==> config.mk <==
export PLATFORM = sky130hd
export DESIGN_NAME = crc32_engine
export DESIGN_NICKNAME = d
export VERILOG_FILES = /design/src/rtl/crc32_pkg.sv /design/src/rtl/crc32_ctrl.sv /design/src/rtl/crc32_datapath.sv /design/src/rtl/crc32_engine.sv
export SDC_FILE = /design/constraint.sdc
export NUM_CORES = 1
export LEC_CHECK = 0
export ABC_CLOCK_PERIOD_IN_PS = 7900
export CAP_MARGIN = 20
export CORE_MARGIN = 10
export CORE_UTILIZATION = 35
export CTS_CLUSTER_SIZE = 16
export DETAILED_ROUTE_END_ITERATION = 12
export DONT_BUFFER_PORTS = 1
export MAX_ROUTING_LAYER = met4
export SYNTH_ARGS = -nofsm -noshare
export SYNTH_HDL_FRONTEND = slang
export SYNTH_SLANG_ARGS = --single-unit
==> constraint.sdc <==
create_clock -name clk -period 7.9 [get_ports clk]
set_input_delay 0.395 -clock clk [delete_from_list [all_inputs] [get_ports clk]]
set_output_delay 0.395 -clock clk [all_outputs]
set_load 0.02 [all_outputs]
==> src/rtl/crc32_pkg.sv <==
`timescale 1ns/1ps
package crc32_pkg;
  // Strobes from control to datapath
  typedef struct packed {
    logic load;    // restart from the initial value with this byte
    logic step;    // fold the current byte into the register
    logic finish;  // this byte ends the message
  } crcCtl_t;
endpackage

==> src/rtl/crc32_ctrl.sv <==
`timescale 1ns/1ps
module crc32_ctrl
  import crc32_pkg::*;
(
  input  logic    clk,
  input  logic    rst_n,
  input  logic    validIn,
  input  logic    sopIn,
  input  logic    eopIn,
  output crcCtl_t ctl,
  output logic    doneOut
);
  always_comb begin
    ctl.step   = validIn;
    ctl.load   = validIn & sopIn;
    ctl.finish = validIn & eopIn;
  end

  always_ff @(posedge clk) begin
    if (!rst_n) doneOut <= 1'b0;
    else        doneOut <= ctl.finish;
  end

  // a done pulse only follows an accepted end-of-message byte
  assert_done_after_eop_R7: assert property (@(posedge clk) disable iff (!rst_n)
    doneOut |-> $past(validIn && eopIn));
endmodule

==> src/rtl/crc32_datapath.sv <==
`timescale 1ns/1ps
module crc32_datapath
  import crc32_pkg::*;
#(
  parameter int          CRC_W       = 32,
  parameter int          DATA_W      = 8,
  parameter logic [31:0] POLY_REFL   = 32'hEDB88320,
  parameter logic [31:0] INIT_VAL    = 32'hFFFFFFFF,
  parameter logic [31:0] RESIDUE_INV = 32'hDEBB20E3
)(
  input  logic              clk,
  input  logic              rst_n,
  input  crcCtl_t           ctl,
  input  logic [DATA_W-1:0] dataIn,
  input  logic              cfgInvert,
  input  logic              cfgCheck,
  output logic [CRC_W-1:0]  crcOut,
  output logic              crcOkOut
);
  localparam int PAD_W = CRC_W - DATA_W;
  localparam logic [CRC_W-1:0] ALL_ONES = {CRC_W{1'b1}};

  logic [CRC_W-1:0] crcReg;
  logic [CRC_W-1:0] baseVal;
  logic [CRC_W-1:0] nextCrc;
  logic [CRC_W-1:0] residue;
  logic [CRC_W-1:0] stage [0:DATA_W];

  // A start-of-message byte bypasses the old register contents
  assign baseVal  = ctl.load ? INIT_VAL[CRC_W-1:0] : crcReg;
  assign stage[0] = baseVal ^ {{PAD_W{1'b0}}, dataIn};

  // One shift-and-fold stage per data bit, LSB first
  generate
    for (genvar i = 0; i < DATA_W; i++) begin : g_bitStage
      assign stage[i+1] = stage[i][0] ? ((stage[i] >> 1) ^ POLY_REFL[CRC_W-1:0])
                                      : (stage[i] >> 1);
    end
  endgenerate

  assign nextCrc = stage[DATA_W];
  assign residue = cfgInvert ? RESIDUE_INV[CRC_W-1:0] : '0;

  always_ff @(posedge clk) begin
    if (!rst_n) begin
      crcReg   <= INIT_VAL[CRC_W-1:0];
      crcOut   <= '0;
      crcOkOut <= 1'b0;
    end else begin
      if (ctl.step)   crcReg <= nextCrc;
      if (ctl.finish) crcOut <= cfgInvert ? (nextCrc ^ ALL_ONES) : nextCrc;
      crcOkOut <= ctl.finish && cfgCheck && (nextCrc == residue);
    end
  end

  // without an accepted byte the register keeps its value
  assert_idle_hold_R4: assert property (@(posedge clk) disable iff (!rst_n)
    !ctl.step |=> $stable(crcReg));
endmodule

==> src/rtl/crc32_engine.sv <==
`timescale 1ns/1ps
module crc32_engine
  import crc32_pkg::*;
#(
  parameter int          CRC_W       = 32,
  parameter int          DATA_W      = 8,
  parameter logic [31:0] POLY_REFL   = 32'hEDB88320,
  parameter logic [31:0] INIT_VAL    = 32'hFFFFFFFF,
  parameter logic [31:0] RESIDUE_INV = 32'hDEBB20E3
)(
  input  logic              clk,
  input  logic              rst_n,
  input  logic              validIn,
  input  logic              sopIn,
  input  logic              eopIn,
  input  logic [DATA_W-1:0] dataIn,
  input  logic              cfgInvert,
  input  logic              cfgCheck,
  output logic [CRC_W-1:0]  crcOut,
  output logic              doneOut,
  output logic              crcOkOut
);
  crcCtl_t ctl;

  crc32_ctrl u_ctrl (
    .clk(clk), .rst_n(rst_n), .validIn(validIn), .sopIn(sopIn),
    .eopIn(eopIn), .ctl(ctl), .doneOut(doneOut)
  );

  crc32_datapath #(
    .CRC_W(CRC_W), .DATA_W(DATA_W), .POLY_REFL(POLY_REFL),
    .INIT_VAL(INIT_VAL), .RESIDUE_INV(RESIDUE_INV)
  ) u_dp (
    .clk(clk), .rst_n(rst_n), .ctl(ctl), .dataIn(dataIn),
    .cfgInvert(cfgInvert), .cfgCheck(cfgCheck),
    .crcOut(crcOut), .crcOkOut(crcOkOut)
  );

  // the result only changes together with the done pulse
  assert_out_hold_R7: assert property (@(posedge clk) disable iff (!rst_n)
    !doneOut |-> $stable(crcOut));
  // a match is only reported with the done pulse
  assert_ok_with_done_R8: assert property (@(posedge clk) disable iff (!rst_n)
    crcOkOut |-> doneOut);
  // no match without check mode at the final byte
  assert_ok_needs_check_R9: assert property (@(posedge clk) disable iff (!rst_n)
    crcOkOut |-> $past(cfgCheck));
endmodule

==> impl_results.md <==
* Status: finished clean
* DIE WIDTH at 132 microns
* # H-tree levels at 3
* Required time of the critical path at 8.14 ns
* Slowest CP cell: xor2_2
* Congestion Overflow GR at 0
* Share of layout cells above drive strength 1 at 0.0823
* Initial DRC Count at 176
* Syn Inst Count at 496
* Pleak at 1.86 nW
* Critical Path End Type: register
* Largest area contributor in the netlist: dfxtp_1
* Die height at 132 microns
* Hold Vio Cnt, Final at 0
* Pins Over Slew Limit at 0
* Register area at 0.00132 sq mm
* Synth unique cells at 44
* CP Cell Sequence: xnor2_1 -> nor2_2 -> xor2_2 -> xor2_4 -> xnor2_1 -> nor2_1 -> or3_1 -> a2111oi_2
* R2R setup slack at 4.88 ns
* CTS tree: done
* Pwr dens at 534 mW/mm^2
* Adder and majority gate portion of the synthesized area at 0
* Final GP Congestion at 0.890
* Initial Utilization at 0.360
* Max VDD drop at 168 uV
* Cts repair resizes at 0
* Final setup violation count at 0
* Fmax at 331 MHz
* FILL cells at 1,271
* Min cycle time layout at 3.02 ns
* Worst Path Buf+Inv at 0
* Area grow syn2layout at 6.46%
* Die ar. at 0.0173 sq mm
* Design Power at 2.48 mW
* Ant diodes at 0
* Top-area cell type share of the netlist area at 0.303
* Antenna viol nets, final at 0
* CTS Buffer Depth at 2
* Setup Skew at 0.00609 ns
* Compound-gate portion of the synthesized area at 0.0936
* Unrepaired setup endpoints after global routing: false
* DRC at 0
* Area contributors post-synth: dfxtp_1, xnor2_1, nand2_1
* Syn Area/Cell at 8.79 sq um
* Worst path max stage delay at 0.69 ns
* Multi-input combinational cell area at 0.00280 sq mm
* Clk root buf: clkbuf_16
* Largest net degree at the start of global routing at 66
* Post-DP HPWL at 8.22 mm
* Post-synthesis mux area share at 0.0276
* Final period util at 0.382
* Per-cell routed wire length at 17.2 microns
* Via density at 4.81
* Num CTS Buffers at 9
* Mapped Area at 0.00436 sq mm
* Synth Area in Simple Gates at 0.169
* Num ports at 49
* CTS Hold Bufs at 0
* Worst hold path class: input pin to register
* Worst Path Arrival at 3.26 ns
* Total track usage at 0.137
* First-pass GRT wire length at 18.2 mm
* CP max FO at 11
* Worst skew pair latency at 0.34 ns
* XOR/XNOR share of the synthesized area at 0.353
* Startpoint types: register
* FP Rows at 40
* Vias at 3,090
* Port bufs at 0
* Slew at the pin with the worst max-slew slack at 0.988 ns
* Number of global-route vias before repair at 3,091
* CP top delay family: XOR/XNOR gates
* Setup TNS at 0 ns
* Most frequent CP cell: xnor2_1
* Nets at 484
* # clock sinks at 66
* Initial antenna violation count at 0
* Main combinational cell family by area after synthesis: XOR/XNOR gates
* CTS clk-pin slew, worst paths at 0.06 ns
* Yosys warns at 0
* Worst rel slew slack at 0.342
* Max-Cap Viols at 0
* Path type of the worst setup path: register to register
* Initial DRT Pass Iterations at 4
* Core box area at 0.0121 sq mm
* Post CTS Setup Buffer Count at 0
* Sequential-to-total area share from yosys stat at 0.303
* Synthesis-stage register bit count at 66
* Syn_nets at 511
* Post-Route WL at 11.1 mm
cell families (layout without fill, tap and decap cells):
group                     count (synthesis)  count (layout)
and+or+nand+nor                         167             167
AOI/OAI and AO/OA                        61              61
xor gates and xnor gates                146             146
DFF                                      66              66
buffers and inverters                    44              22
muxes                                    12              12
routing by layer:
layer / share of wire / GRT usage
met5: 0 / -
met4: 0.017 / 0.0507
met3: 0.083 / 0.0454
met2: 0.44 / 0.202
met1: 0.46 / 0.170
worst paths after layout:
path | from | end | depth (start not counted)
hold reg to reg | u_dp.crcReg[14] | u_dp.crcReg[14] | 2
hold / removal | rst_n | u_dp.crcReg[30] | 1
setup / recovery | u_dp.crcReg[1] | u_dp.crcOkOut | 8
setup reg to reg | u_dp.crcReg[1] | u_dp.crcOkOut | 8
Yosys cell counts, drive strengths merged:
library cell  number
xnor2            111
nand2            105
dfxtp             66
o21ai             36
xor2              27
nor2              26
clkbuf            22
buf               17
and2              16
o211a             14
mux2i             12
xnor3              7
inv                5
nor3               4
a21oi              3
and3               3
nand3              3
a21boi             2
and4               2
nand4              2
nor3b              2
o2111ai            2
or3                2
a2111oi            1
a211oi             1
nand3b             1
nor4               1
o2bb2ai            1
o311ai             1
xor3               1
cell type report:
cell class | count | share of cell area
clock buffer | 9 | 0.0485
inverter | 5 | 0.00405
sequential | 66 | 0.285
tap | 168 | 0.0453
timing repair buffer | 1 | 0.00162
clock inverter | 7 | 0.0116
multi-input combinational | 386 | 0.604
sequential cells by signal, summed over array words and instances, names as in the netlist:
| register | count |
|---|---|
| u_dp.crcOut | 32 |
| u_dp.crcReg | 32 |
| u_ctrl.doneOut | 1 |
| u_dp.crcOkOut | 1 |
per-stage QoR:
stage          hold slack (ns)  cell area (sq um)  std cells   util  setup WS [ns]
6_report                 0.115               4640        642  0.383           4.88
5_1_grt                  0.113               4640        642  0.383           4.55
4_1_cts                  0.109               4640        642  0.383           4.87
3_5_place_dp             0.468               4360        626  0.360           4.75
3_3_place_gp             0.466               4360        626  0.360           4.83
2_1_floorplan            0.453               4360        496      -           5.34
layout by cell type, fill, tap and decap left out, types with 2 or more instances in the layout:
cell,instances
nand2_1,104
and2_1,15
a21boi_0,2
o211a_1,14
nor2_2,2
xnor2_1,101
xnor2_2,7
and4_1,2
mux2i_1,12
o21ai_0,36
clkbuf_16,9
clkinvlp_4,3
a21oi_1,3
inv_6,2
xor2_2,2
nor3_1,4
xor2_1,24
nand4_1,2
nor2_1,24
o2111ai_1,2
inv_1,5
or3_1,2
xnor2_4,3
nand3_1,3
dfxtp_1,66
xnor3_4,2
xnor3_1,5
and3_2,2
nor3b_1,2
power by group:
part / internal [mW] / switching, mW / total (mW)
logic: 0.695 / 0.831 / 1.53
clock network: 0.214 / 0.160 / 0.375
registers: 0.431 / 0.145 / 0.577
total: 1.34 / 1.14 / 2.48
Note: power is estimated with default switching activity, not from simulation.
